[config.mk]
export PLATFORM = sky130hd
export DESIGN_NAME = gpio_port
export DESIGN_NICKNAME = d
export VERILOG_FILES = /design/src/rtl/gpio_port_pkg.sv /design/src/rtl/gpio_sync.sv /design/src/rtl/gpio_irq_detect.sv /design/src/rtl/gpio_regs.sv /design/src/rtl/gpio_port.sv
export SDC_FILE = /design/constraint.sdc
export NUM_CORES = 1
export LEC_CHECK = 0
export BUFFER_PORTS_ARGS = -buffer_cell sky130_fd_sc_hd__buf_2
export CAP_MARGIN = 30
export CORE_MARGIN = 3
export CORE_UTILIZATION = 45
export CTS_BUF_LIST = sky130_fd_sc_hd__clkbuf_4 sky130_fd_sc_hd__clkbuf_8
export CTS_CLUSTER_DIAMETER = 40
export DETAILED_ROUTE_END_ITERATION = 8
export GPL_ROUTABILITY_DRIVEN = 0
export GPL_TIMING_DRIVEN = 0
export HOLD_SLACK_MARGIN = 0.06
export SKIP_LAST_GASP = 1
export SLEW_MARGIN = 5
export SYNTH_ARGS = -nofsm -noshare
export SYNTH_HDL_FRONTEND = slang
export SYNTH_HIERARCHICAL = 1
export SYNTH_SLANG_ARGS = --single-unit
export TNS_END_PERCENT = 100
[constraint.sdc]
create_clock -name clk_i -period 2.37 [get_ports clk_i]
set_input_delay 0.237 -clock clk_i [delete_from_list [all_inputs] [get_ports clk_i]]
set_output_delay 0.237 -clock clk_i [all_outputs]
set_load 0.01 [all_outputs]
[src/rtl/gpio_port_pkg.sv]
package gpio_port_pkg;
  typedef enum logic [1:0] {
    TRIG_LOW  = 2'b00,
    TRIG_HIGH = 2'b01,
    TRIG_RISE = 2'b10,
    TRIG_FALL = 2'b11
  } trig_mode_e;

  typedef enum logic [3:0] {
    A_DATA   = 4'd0,
    A_DIR    = 4'd1,
    A_CFG_LO = 4'd2,
    A_CFG_HI = 4'd3,
    A_MASK   = 4'd4,
    A_STAT   = 4'd5,
    A_ANYEDG = 4'd6,
    A_SET    = 4'd7,
    A_CLR    = 4'd8
  } reg_addr_e;
endpackage

[src/rtl/gpio_sync.sv]
module gpio_sync #(
  parameter int W = 32
) (
  input  logic         clk_i,
  input  logic         rst_ni,
  input  logic [W-1:0] d_i,
  output logic [W-1:0] q_o
);
  logic [W-1:0] meta_q, sync_q;

  always_ff @(posedge clk_i or negedge rst_ni) begin
    if (!rst_ni) begin
      meta_q <= '0;
      sync_q <= '0;
    end else begin
      meta_q <= d_i;
      sync_q <= meta_q;
    end
  end

  assign q_o = sync_q;
endmodule

[src/rtl/gpio_irq_detect.sv]
module gpio_irq_detect
  import gpio_port_pkg::*;
#(
  parameter int N_PINS = 32
) (
  input  logic              clk_i,
  input  logic              rst_ni,
  input  logic [N_PINS-1:0] lvl_i,
  input  logic [2*N_PINS-1:0] cfg_i,
  input  logic [N_PINS-1:0] anyedge_i,
  input  logic [N_PINS-1:0] w1c_i,
  output logic [N_PINS-1:0] status_o
);
  logic [N_PINS-1:0] prev_q, evt, status_q;

  always_ff @(posedge clk_i or negedge rst_ni) begin
    if (!rst_ni) prev_q <= '0;
    else         prev_q <= lvl_i;
  end

  for (genvar i = 0; i < N_PINS; i++) begin : g_pin
    trig_mode_e mode;
    logic rise, fall;
    assign mode = trig_mode_e'(cfg_i[2*i +: 2]);
    assign rise = lvl_i[i] & ~prev_q[i];
    assign fall = ~lvl_i[i] & prev_q[i];
    always_comb begin
      if (anyedge_i[i]) evt[i] = rise | fall;
      else begin
        unique case (mode)
          TRIG_LOW:  evt[i] = ~lvl_i[i];
          TRIG_HIGH: evt[i] = lvl_i[i];
          TRIG_RISE: evt[i] = rise;
          default:   evt[i] = fall;
        endcase
      end
    end
  end

  // new event wins over a same-cycle clear
  always_ff @(posedge clk_i or negedge rst_ni) begin
    if (!rst_ni) status_q <= '0;
    else         status_q <= (status_q & ~w1c_i) | evt;
  end

  assign status_o = status_q;

  p_evt_latch_r11: assert property (@(posedge clk_i) disable iff (!rst_ni)
    (|evt) |=> ((status_q & $past(evt)) == $past(evt)));
  p_w1c_clears_r11: assert property (@(posedge clk_i) disable iff (!rst_ni)
    (|(w1c_i & ~evt)) |=> ((status_q & $past(w1c_i & ~evt)) == '0));
  p_anyedge_only_change_r10: assert property (@(posedge clk_i) disable iff (!rst_ni)
    ((evt & anyedge_i & ~(lvl_i ^ prev_q)) == '0));
endmodule

[src/rtl/gpio_regs.sv]
module gpio_regs
  import gpio_port_pkg::*;
#(
  parameter int N_PINS = 32,
  parameter int AW     = 4
) (
  input  logic              clk_i,
  input  logic              rst_ni,
  input  logic              bus_valid_i,
  input  logic              bus_write_i,
  input  logic [AW-1:0]     bus_addr_i,
  input  logic [N_PINS-1:0] bus_wdata_i,
  output logic [N_PINS-1:0] bus_rdata_o,
  input  logic [N_PINS-1:0] lvl_i,
  input  logic [N_PINS-1:0] status_i,
  output logic [N_PINS-1:0] dout_o,
  output logic [N_PINS-1:0] dir_o,
  output logic [2*N_PINS-1:0] cfg_o,
  output logic [N_PINS-1:0] mask_o,
  output logic [N_PINS-1:0] anyedge_o,
  output logic [N_PINS-1:0] w1c_o
);
  logic [N_PINS-1:0] dout_q, dir_q, cfg_lo_q, cfg_hi_q, mask_q, anyedge_q;
  logic wr;
  reg_addr_e addr;

  assign wr   = bus_valid_i & bus_write_i;
  assign addr = reg_addr_e'(bus_addr_i);

  always_ff @(posedge clk_i or negedge rst_ni) begin
    if (!rst_ni) begin
      dout_q    <= '0;
      dir_q     <= '0;
      cfg_lo_q  <= '0;
      cfg_hi_q  <= '0;
      mask_q    <= '0;
      anyedge_q <= '0;
    end else if (wr) begin
      case (addr)
        A_DATA:   dout_q    <= bus_wdata_i;
        A_SET:    dout_q    <= dout_q | bus_wdata_i;
        A_CLR:    dout_q    <= dout_q & ~bus_wdata_i;
        A_DIR:    dir_q     <= bus_wdata_i;
        A_CFG_LO: cfg_lo_q  <= bus_wdata_i;
        A_CFG_HI: cfg_hi_q  <= bus_wdata_i;
        A_MASK:   mask_q    <= bus_wdata_i;
        A_ANYEDG: anyedge_q <= bus_wdata_i;
        default: ;
      endcase
    end
  end

  assign w1c_o = (wr && addr == A_STAT) ? bus_wdata_i : '0;

  always_comb begin
    case (addr)
      A_DATA:   bus_rdata_o = (dout_q & dir_q) | (lvl_i & ~dir_q);
      A_DIR:    bus_rdata_o = dir_q;
      A_CFG_LO: bus_rdata_o = cfg_lo_q;
      A_CFG_HI: bus_rdata_o = cfg_hi_q;
      A_MASK:   bus_rdata_o = mask_q;
      A_STAT:   bus_rdata_o = status_i;
      A_ANYEDG: bus_rdata_o = anyedge_q;
      default:  bus_rdata_o = '0;
    endcase
  end

  assign dout_o    = dout_q;
  assign dir_o     = dir_q;
  assign cfg_o     = {cfg_hi_q, cfg_lo_q};
  assign mask_o    = mask_q;
  assign anyedge_o = anyedge_q;

  p_set_alias_r3: assert property (@(posedge clk_i) disable iff (!rst_ni)
    (wr && addr == A_SET) |=> ((dout_q & $past(bus_wdata_i)) == $past(bus_wdata_i)));
  p_clr_alias_r3: assert property (@(posedge clk_i) disable iff (!rst_ni)
    (wr && addr == A_CLR) |=> ((dout_q & $past(bus_wdata_i)) == '0));
  p_alias_read_zero_r4: assert property (@(posedge clk_i) disable iff (!rst_ni)
    (addr == A_SET || addr == A_CLR) |-> (bus_rdata_o == '0));
endmodule

[src/rtl/gpio_port.sv]
module gpio_port
  import gpio_port_pkg::*;
#(
  parameter int N_PINS = 32,
  parameter int AW     = 4
) (
  input  logic              clk_i,
  input  logic              rst_ni,
  input  logic              bus_valid_i,
  input  logic              bus_write_i,
  input  logic [AW-1:0]     bus_addr_i,
  input  logic [N_PINS-1:0] bus_wdata_i,
  output logic [N_PINS-1:0] bus_rdata_o,
  input  logic [N_PINS-1:0] pin_i,
  output logic [N_PINS-1:0] pin_o,
  output logic [N_PINS-1:0] pin_oe_o,
  output logic              irq_o
);
  logic [N_PINS-1:0]   lvl, status, dout, dir, mask, anyedge, w1c;
  logic [2*N_PINS-1:0] cfg;

  gpio_sync #(.W(N_PINS)) u_sync (
    .clk_i(clk_i), .rst_ni(rst_ni), .d_i(pin_i), .q_o(lvl)
  );

  gpio_regs #(.N_PINS(N_PINS), .AW(AW)) u_regs (
    .clk_i(clk_i), .rst_ni(rst_ni),
    .bus_valid_i(bus_valid_i), .bus_write_i(bus_write_i),
    .bus_addr_i(bus_addr_i), .bus_wdata_i(bus_wdata_i),
    .bus_rdata_o(bus_rdata_o),
    .lvl_i(lvl), .status_i(status),
    .dout_o(dout), .dir_o(dir), .cfg_o(cfg), .mask_o(mask),
    .anyedge_o(anyedge), .w1c_o(w1c)
  );

  gpio_irq_detect #(.N_PINS(N_PINS)) u_detect (
    .clk_i(clk_i), .rst_ni(rst_ni),
    .lvl_i(lvl), .cfg_i(cfg), .anyedge_i(anyedge),
    .w1c_i(w1c), .status_o(status)
  );

  assign pin_o    = dout;
  assign pin_oe_o = dir;
  assign irq_o    = |(status & mask);

  p_mask_blocks_r12: assert property (@(posedge clk_i) disable iff (!rst_ni)
    (mask == '0) |-> !irq_o);
  p_dir_write_r2: assert property (@(posedge clk_i) disable iff (!rst_ni)
    (bus_valid_i && bus_write_i && bus_addr_i == AW'(A_DIR)) |=> (pin_oe_o == $past(bus_wdata_i)));
endmodule

# --- Word-level counts from Yosys, hierarchy flattened ---
# Cells that the tools add are included.
# W data, S select, Z words.
totals:
  reg_bits: 320
  in_bits: 72
  out_inout_bits: 97
  word_cells: 363
op_classes:
  eq_ne: 72
  muxes: 67
  n_bitwise: 172
  n_reduce_logical: 42
ops:
  columns: ["operator", "count"]
  rows:
  - ["$pmux W32 S7", 1]
  - ["$and A32 B32 Y32", 5]
  - ["$not A32 Y32", 3]
  - ["$or A32 B32 Y32", 3]
  - ["$pmux W1 S3", 32]
  - ["$pmux W32 S3", 1]
  - ["$and A1 B1 Y1", 65]
  - ["$eq A2 B1 Y1 const B", 32]
  - ["$eq A2 B2 Y1 const B", 32]
  - ["$logic_not A2 Y1", 32]
  - ["$not A1 Y1", 64]
  - ["$mux W1", 32]
  - ["$mux W32", 1]
  - ["$or A1 B1 Y1", 32]
  - ["$reduce_or A32 Y1", 1]
  - ["$eq A4 B3 Y1 const B", 4]
  - ["$reduce_and A2 Y1", 6]
  - ["$eq A4 B2 Y1 const B", 2]
  - ["$eq A4 B1 Y1 const B", 1]
  - ["$eq A4 B4 Y1 const B", 1]
  - ["$logic_not A4 Y1", 1]
  - ["$reduce_bool A3 Y1", 1]
  - ["$logic_and A1 B1 Y1", 1]

# --- Longest topological paths before layout ---
# Gate-level depths: netlist of the first run.
logic_depth:
  word_depth: 6
  ltp_mapped: 7
  ltp_nobuf: 5

# --- Cells and area by module ---
# Netlist of the first run, hierarchy kept.
modules_own_cells:
  columns: ["mod", "instances", "cells_per_inst", "area_per_inst_um2", "seq_area_each_um2"]
  rows:
  - ["gpio_regs", 1, 831, 10304.9, 4804.6]
  - ["gpio_irq_detect", 1, 384, 4204.0, 1601.5]
  - ["gpio_sync", 1, 64, 1601.5, 1601.5]
  - ["gpio_port", 1, 21, 157.7, 0.0]

# --- Worst setup path after synthesis of the first run ---
# OpenSTA, ideal clock, no wires.
synth_path:
  path_kind: "input-to-output"
  start: "input port bus_addr_i[2]"
  end: "output port bus_rdata_o[29]"
  arrival_time_ps: 1603
  required_ps: 2133
  slack_ps: 530
  path_stages: 7
  path_buffers: 4
  path_cell_list: "buf_4 > buf_2 > buf_2 > buf_2 > mux2i_1 > o22ai_1 > or2_2"
synth_via:
  elab_chain_len: 2
  elab_cells_between_ends: 8
  cone_classes: "eq/ne: 6; mux: 1; reduce/logical: 1"
synth_lines:
  columns: ["item", "line_no", "source"]
  rows:
  - ["start: declaration", "gpio_port.sv:11", "input logic [AW-1:0] bus_addr_i,"]
  - ["$eq A4 B3 Y1 (tied with other cells)", "gpio_regs.sv:56", "case (addr)"]
  - ["$pmux W32 S7 (*)", "gpio_regs.sv:56", null]
  - ["end: declaration", "gpio_port.sv:13", "output logic [N_PINS-1:0] bus_rdata_o,"]
# Mark *: on every way between the ends. The rest lies on a longest branch, timed or not.

# --- Worst setup path after layout of the first run ---
layout_path:
  start: "register u_detect.status_q[9], in the netlist u_detect/status_o[9]"
  end: "output port irq_o"
layout_via:
  elab_chain_len: 2
layout_lines:
  columns: ["item", "line_no", "source"]
  rows:
  - ["start: declaration", "gpio_irq_detect.sv:14", "logic [N_PINS-1:0] prev_q, evt, status_q;"]
  - ["start signal: assignment", "gpio_irq_detect.sv:43", "else status_q <= (status_q & ~w1c_i) | evt;"]
  - ["$and A32 B32 Y32", "gpio_port.sv:44", "assign irq_o = |(status & mask);"]
  - ["$reduce_or A32 Y1", "gpio_port.sv:44", null]
  - ["end: declaration", "gpio_port.sv:17", "output logic irq_o"]
# No other way between the ends.

==> reports/metrics.cfg, run 1 <==
[run_status]
status=finished, violations left
violations=setup timing

[worst_setup_path]
path_class=reg2out
cp-start-kind=register
worstSetupEndpointType=output port
arrival_ps=2190
cp_max_fo=3
cp.required_ps=2130

[layout]
final_common_cell=dfrtp_1
synthToLayoutAreaGrowth_pct=22.49
fin_cells=2108
layout-drive-gt1-share_pct=34.20
nNetsFinal=1739
design_area_mm2=0.01993
layout_common_cells=317 x dfrtp_1, 191 x buf_2, 162 x mux2_2
nFillCells=3088

[timing]
finClkSkew_ps=27.43
postLayoutSetupSlackWorst_ps=-60.18
min_period_ps=2430
hold-worst-slack_ps=175.2
slew-limit-headroom_pct=41.07
drv_slew=0
hold_viol=0
setup_violations=1
finalCritPeriodShare_pct=102.5
grt_setup_unrepaired=true
timing.fmax_mhz=411.5
tightest_slew_ps=883.9

[synthesis]
synth.yosys.seq_area_share_pct=49.22
syn-num-nets=1436
synth_cell_types=54
synth_flop_cell=dfrtp_1
synthCells=1300
async_flop_share_pct=100.0
syn-cell-area_mm2=0.01627
ys_ff_latch=320
ys_warn_count=6
avgSynthCellArea_um2=12.51
synth_edf_count=0

[die]
num_rows=69
io-pin-count=169
initial_core_util_pct=45.74
core_mm2=0.03557
fp.dieH_um=196.1
die_x_um=196.1
die_area_mm2=0.03847

[cts]
cts-root-buf=clkbuf_8
worstSkewPairLatency_ps=650
cts_tree=done
numCtsBuffers=58
cts.path.max_buffers=3
h-tree-depth=2
clk_pin_slew_ps=60
clkSinkCount=320

[power_and_ir_drop]
p_leak_nw=9.592
power_density_mw_per_mm2=825.6
ir_drop_mv=0.5321

[global_routing]
grt_first_pass_wirelength_mm=81.41
grt_pass1_vias=12673
grt-ovfl-total=0
grt_max_degree=107
gr-usage-all-layers_pct=28.54
antenna_found_initial=3

[routing]
first_pass_iters=4
via_per_inst=5.847
vias=12325
drc_errors=0
drt_iter0_markers=922
routed_wl_mm=55.05
wl_per_cell_um=26.11
final_antenna_net_count=0

[placement]
portBuffers=167
place_area_mm2=0.01781
placedCellCount=1934
dpl.hpwl_mm=38.47

[run]
cap_violations=0

[min_path]
hold_class=in2reg

-- power by group --
group | internal [mW] | leakage, nW | switching (mW) | total [mW]
sequential | 6.33 | 3.83 | 1.14 | 7.46
combinational | 1.84 | 5.11 | 1.49 | 3.33
clock | 3.22 | 0.660 | 2.43 | 5.66
total | 11.4 | 9.59 | 5.06 | 16.5
-- synthesized netlist by cell type (2+ instances only) --
cell type,instances,area [µm²]
inv_1,129,484.2
nand3b_1,4,30.03
or3b_2,6,52.55
ha_1,64,800.8
o221ai_1,45,394.1
nor2b_1,38,237.7
o22ai_1,16,100.1
mux2i_1,110,1101
o211ai_1,8,60.06
and2_1,32,200.2
clkbuf_1,30,112.6
a21oi_1,2,10.01
buf_1,4,15.01
a22oi_1,52,390.4
mux2_2,162,1824
a211o_1,4,35.03
or4_1,2,15.01
dfrtp_1,320,8008
buf_4,3,22.52
nand2_1,3,11.26
buf_2,31,155.2
a21o_1,2,15.01
o32a_1,4,40.04
mux2_1,2,22.52
or2_2,8,50.05
mux2_4,30,450.4
a22o_1,5,43.79
o22a_1,15,131.4
nand4b_1,2,17.52
nand4_1,6,37.54
a2111oi_0,32,280.3
nor2_1,7,26.28
buf_12,3,60.06
a221o_1,33,330.3
nor4bb_1,2,20.02
xnor2_1,32,280.3
nand2b_1,34,212.7
a2bb2oi_1,2,17.52
-- worst paths after layout --
check	from	end	slack, ps	depth (start not counted)
max in group asynchronous	rst_ni	u_regs/dir_o[26]	1130	4
worst max-delay path	u_detect/status_o[9]	irq_o	-60	4
min in group asynchronous	rst_ni	u_regs/anyedge_o[9]	200	3
worst min-delay path	bus_addr_i[1]	u_regs/anyedge_o[0]	180	4
worst max register to register	u_sync/q_o[19]	u_detect/status_o[19]	910	5
worst min register to register	u_sync/meta_q[19]	u_sync/q_o[19]	340	0
-- metrics by stage --
step	setup slack, ps	total power [mW]	utilization [%]	TNS, ps
after global placement	-5363	10.59	49.71	-1730780
after floorplan	529.9	9.162	-	0
final	-60.18	16.45	56.02	-60.18
after global routing	-135.9	17.17	56.02	-154.5
after CTS	-86.45	16.55	55.85	-101.7
after detailed placement	-509.3	10.71	50.06	-12650
-- critical path: stages (launching register included) --
cell and delay, ps:
dfrtp_1 420, a22oi_2 250, nand4_1 150, or4_4 580
buf_6 150
-- registers in the layout, summed over array words and instances (netlist names) --
signal / cells
u_detect/prev_q: 32
u_detect/status_o: 32
u_regs/anyedge_o: 32
u_regs/cfg_hi_q: 32
u_regs/cfg_lo_q: 32
u_regs/dir_o: 32
u_regs/dout_o: 32
u_regs/mask_o: 32
u_sync/meta_q: 32
u_sync/q_o: 32
-- routing by layer --
layer	vias up	global-route usage, %	wire length [µm]
li1	5369	-	-
met2	468	45.79	25880
met1	6377	38.42	23560
met4	6	10.67	1690
met3	105	5.890	3874
met5	-	0	41
-- timing repair --
action	CTS	global route
buffers inserted	5	2
hold buffers	67	0
gates resized for setup	38	13
endpoints found under the hold margin	466	0
pin swaps	7	6
endpoints found under the setup margin	33	27
-- cells by family after synthesis --
logic type,count (synthesis),synth area share (%)
multiplexers,304,20.89
XOR/XNOR,32,1.723
AO/OA/AOI/OAI,224,11.60
flip-flops,320,49.22
AND/OR/NAND/NOR,155,6.353
buffers and inverters,201,5.291
adder cells (fa/ha/maj),64,4.922
-- final cells by class --
cell class                 count  area (µm²)  area share [%]
antenna                        1       2.502         0.01256
buffer                        67       404.1           2.028
clock buffer                  85        1070           5.369
clock inverter                18       183.9          0.9230
inverter                     129       484.2           2.430
multi-input combinational    779        7493           37.61
sequential                   320        8011           40.20
tap                          461       576.8           2.895
timing repair buffer         248        1700           8.533
(Power assumes the default switching activity.)
==> inputs of run 2 (changes only) <==
==> constraint.sdc (replaced) <==
create_clock -name clk_i -period 2.37 [get_ports clk_i]
set_input_delay 0.1185 -clock clk_i [delete_from_list [all_inputs] [get_ports clk_i]]
set_output_delay 0.1185 -clock clk_i [all_outputs]
set_load 0.01 [all_outputs]
==> run 2 against run 1 <==
Compared with the run above: the flow still finishes with violations (setup timing); core utilization decreased by 0.081 points; combinational power is essentially flat; critical endpoint is now bus_rdata_o[14]; first-iteration DRC count is 7.9% higher; routed wire length rose by 0.25%; non-clock buffer count rose by 4; total power barely moved.
==> reports/metrics.cfg, run 2 (synthesized netlist as in run 1, its figures left out) <==
[power_and_ir_drop]
power_density_mw_per_mm2=826.5
internal-power_mw=11.38
clkPwrFrac_pct=34.4
switching_share_pct=30.82
power.total_mw=16.44
seqPwrFrac_pct=45.5
ir_drop_mv=0.5319
p_leak_nw=9.554
switchingPower_mw=5.068
combPwrFrac_pct=20.2

[timing]
final.setup.tns_ps=-41.49
timing.fmax_mhz=419.4
postLayoutSetupSlackWorst_ps=-14.31
hold_viol=0
slew-limit-headroom_pct=37.90
finClkSkew_ps=39.35
finalCritPeriodShare_pct=100.6
tightest_slew_ps=931.4
min_period_ps=2384
drv_slew=0
grt_setup_unrepaired=true
setup_violations=4

[global_routing]
grt_max_degree=107
grt-ovfl-total=0
grt_pass1_vias=12660
gr-usage-all-layers_pct=28.59
grt_first_pass_wirelength_mm=81.14
antenna_found_initial=4

[routing]
first_pass_iters=5
final_antenna_net_count=0
drt_iter0_markers=995
wl_per_cell_um=26.13
vias=12387
routed_wl_mm=55.18
via_per_inst=5.865
drc_errors=0

[layout]
nFillCells=3087
layout_common_cells=315 x dfrtp_1, 199 x buf_2, 162 x mux2_2
fin_cells=2112
nNetsFinal=1743
final_common_cell=dfrtp_1
multi_input_area_mm2=0.007473
synthToLayoutAreaGrowth_pct=22.31
seq_area_mm2=0.008014
layout-drive-gt1-share_pct=33.58
design_area_mm2=0.01990

[placement]
dpl.hpwl_mm=38.47
place_area_mm2=0.01781
portBuffers=167
placedCellCount=1934
pre_cts_ws_ps=-272.3

[run_status]
status=finished, violations left
violations=setup timing

[min_path]
hold_class=in2async

[die]
die_area_mm2=0.03847
fp.dieH_um=196.1
die_x_um=196.1
num_rows=69
core_mm2=0.03557
io-pin-count=169
initial_core_util_pct=45.74

[cts]
cts.path.max_buffers=3
cts-root-buf=clkbuf_8
worstSkewPairLatency_ps=660
cts_tree=done
numCtsBuffers=58
h-tree-depth=2
clkSinkCount=320
clk_pin_slew_ps=60

[worst_setup_path]
arrival_ps=2270
path_class=in2out
reg2reg_depth=5
cp.required_ps=2250
rr_startpoint=u_sync/q_o[17]
cp_max_fo=10
regToRegEndpoint=u_detect/status_o[17]
critPathCapture=bus_rdata_o[14]
worstSetupEndpointType=output port
cp-start-kind=primary input
regToRegSetupSlack_ps=880
cp-startpoint=bus_addr_i[2]

[run]
cap_violations=0

[run 2: cell count changes in the layout (fill, tap and decap cells not counted), moves of 3 or more]
cell / delta
buf_2: +8
clkbuf_1: +6
dlygate4sd3_1: +6
buf_6: -3
nor2b_4: -3
buf_4: -10
clkbuf_4: -3
[run 2: layout make-up]
| type | count | area share [%] |
|---|---|---|
| clock buffers | 85 | 5.376 |
| diodes | 1 | 0.01258 |
| repair buffers | 250 | 8.665 |
| inverters | 129 | 2.434 |
| clock inverters | 18 | 0.9244 |
| plain buffers | 69 | 1.855 |
| multi-input cells | 779 | 37.56 |
| flip-flops and latches | 320 | 40.28 |
| well taps | 461 | 2.899 |
[run 2: worst max-delay path: stages]
cell and delay [ps]:
buf_4 140, buf_2 230, buf_2 340, nor2b_2 420
buf_2 370, a22oi_1 150, o221ai_1 300, buf_2 190
[run 2: power by group through the flow]
stage / Sequential (mW) / Combinational [mW] / Clock [mW]
finish: 7.47 / 3.32 / 5.65
floorplan: 7.26 / 1.90 / 0
CTS: 7.45 / 3.30 / 5.78
global placement: 7.51 / 3.08 / 0
detailed placement: 7.54 / 3.18 / 0
global route: 7.58 / 3.58 / 5.99
[run 2: metal layers]
layer	up-vias	track usage [%]	part of all wire, %
met2	550	44.95	46
met1	6331	37.98	42
li1	5376	-	-
met4	6	12.73	3.9
met5	-	0	0.083
met3	124	6.560	8.0
[run 2: what timing repair did]
action	in CTS	in global routing
setup endpoints to repair	28	22
setup buffers	2	1
hold buffers	73	0
resized for setup	13	10
pin swaps	0	4
hold endpoints to repair	470	0
[run 2: through the flow]
stage	utilization, %	hold WS (ps)
finish	55.94	89.08
CTS	55.78	61.13
global route	55.93	97.64
detailed placement	50.06	-37.09
floorplan	-	-177.1
global placement	49.71	226.0
[run 2: worst min-delay path by stage]
stage / startpoint / to / depth (start not counted)
global placement: pin_i[23] / u_sync/meta_q[23] / 1
CTS: pin_i[30] / u_sync/meta_q[30] / 2
finish: rst_ni / u_regs/anyedge_o[9] / 3
detailed placement: rst_ni / u_regs/dir_o[9] / 1
global route: pin_i[16] / u_sync/meta_q[16] / 2
floorplan: rst_ni / u_detect/prev_q[0] / 0
==> inputs of run 3 (changes only) <==
CORE_MARGIN = 8   (was 3)
==> run 3 against run 2 <==
Compared with the run above: the flow still finishes with violations (setup timing); worst setup slack worse by 10 ps; clock skew decreased by 27 ps; die area up 10%; cell count is 0.24% lower; total power shrank 2.2%; sequential power about the same; via count is 1.5% lower; first-iteration DRC count stayed put; global-route usage fell by 2.4 points; sequential cell count unchanged.
==> reports/metrics.cfg, run 3 (synthesized netlist as in run 1, its figures left out) <==
[run_status]
status=finished, violations left
violations=setup timing

[layout]
layout-drive-gt1-share_pct=32.87
final_common_cell=dfrtp_1
nNetsFinal=1749
synthToLayoutAreaGrowth_pct=22.00
fin_util_pct=55.80
nFillCells=3061
layout_common_cells=317 x dfrtp_1, 199 x buf_2, 162 x mux2_2
antenna_cells=0
multi_input_area_mm2=0.007471
seq_area_mm2=0.008011

[worst_setup_path]
path_class=in2out
cp_max_fo=10
arrival_ps=2280
worstSetupEndpointType=output port
cp-start-kind=primary input
rr_startpoint=u_sync/q_o[17]
cp.required_ps=2250
cp-startpoint=bus_addr_i[3]

[power_and_ir_drop]
power.total_mw=16.08
ir_drop_mv=0.5757
p_leak_nw=9.538
power_density_mw_per_mm2=810.0

[timing]
timing.fmax_mhz=417.6
final.setup.tns_ps=-47.04
postLayoutSetupSlackWorst_ps=-24.69
finalCritPeriodShare_pct=101.0
tightest_slew_ps=1097
hold-worst-slack_ps=110.3
min_period_ps=2395
setup_violations=3
slew-limit-headroom_pct=26.89
drv_slew=0
grt_setup_unrepaired=true
finClkSkew_ps=12.21
hold_viol=0

[run]
cap_violations=0

[routing]
final_antenna_net_count=0
first_pass_iters=5
wl_per_cell_um=26.45
routed_wl_mm=55.74
vias=12206
drc_errors=0
drt_iter0_markers=995
via_per_inst=5.793

[cts]
clk_pin_slew_ps=60
numCtsBuffers=59
h-tree-depth=2
cts.path.max_buffers=3
cts-root-buf=clkbuf_8
clkSinkCount=320
worstSkewPairLatency_ps=650
cts_tree=done

[placement]
dpl.hpwl_mm=38.76
portBuffers=167

[die]
initial_core_util_pct=45.74
fp.dieH_um=206.1
core_mm2=0.03557
die_x_um=206.1
io-pin-count=169
die_area_mm2=0.04249
num_rows=69

[global_routing]
grt_pass1_vias=12591
gr-usage-all-layers_pct=26.18
grt_max_degree=112
grt_first_pass_wirelength_mm=81.97
grt-ovfl-total=0
antenna_found_initial=2

[min_path]
hp-start=pin_i[31]
hold_class=in2reg

==> run 3: cell types whose count changed in the layout (fill, tap and decap cells not counted), moves of 2 or more <==
cell	change
dfrtp_2	-2
clkinv_2	-3
clkbuf_4	-7
clkinv_4	-2
buf_8	-2
dfrtp_1	+2
clkbuf_8	+5
a22oi_1	+2
dlygate4sd3_1	+6
a22oi_2	-2
bufinv_16	-3
==> run 3: through the flow <==
stage                     cell area [µm²]  setup WS [ps]  std cells
after global placement              17680          -5199       1928
after CTS                           19800         -62.99       2107
after detailed placement            17790         -308.7       1933
final                               19850         -24.69       2107
after global routing                19850         -24.36       2107
after floorplan                     16270          766.9       1300
==> run 3: worst paths after layout <==
| check | depth (start not counted) | slack [ps] | to |
|---|---|---|---|
| worst max-delay path | 6 | -20 | bus_rdata_o[22] |
| worst min-delay path | 2 | 110 | u_sync/meta_q[31] |
| worst max register to register | 5 | 910 | u_detect/status_o[17] |
| worst min register to register | 0 | 340 | u_sync/q_o[23] |
| max in group asynchronous | 5 | 750 | u_regs/dir_o[16] |
| min in group asynchronous | 4 | 530 | u_regs/dout_o[5] |
==> run 3: where the power goes <==
group / switching, mW / internal, mW
registers: 1.13 / 6.33
logic: 1.51 / 1.84
clock network: 2.35 / 2.91
==> run 3: final cells by class <==
cell class	instances	area share (%)
plain buffers	70	1.891
clock buffers	83	5.472
clock inverters	11	0.3530
inverters	129	2.440
multi-input cells	779	37.64
flip-flops and latches	320	40.36
well taps	461	2.906
repair buffers	254	8.933
==> run 3: metal layers <==
metal	global-route usage, %	vias up	share of wire [%]
li1	-	5383	-
met1	35.35	6201	43
met2	41.46	507	46
met3	5.016	111	7.6
met4	9.708	4	3.2
met5	0	-	0.047
==> run 3: worst max-delay path: stages <==
cell and delay [ps]:
buf_2 190, clkbuf_1 310, nand2b_1 770, nor2_1 360, a211o_1 370, buf_2 150
==> run 3: what timing repair did <==
action,CTS,global route
setup endpoints to repair,27,21
setup buffers,1,1
gates resized for setup,12,15
hold endpoints to repair,385,0
pin swaps,3,5
hold buffers,80,0
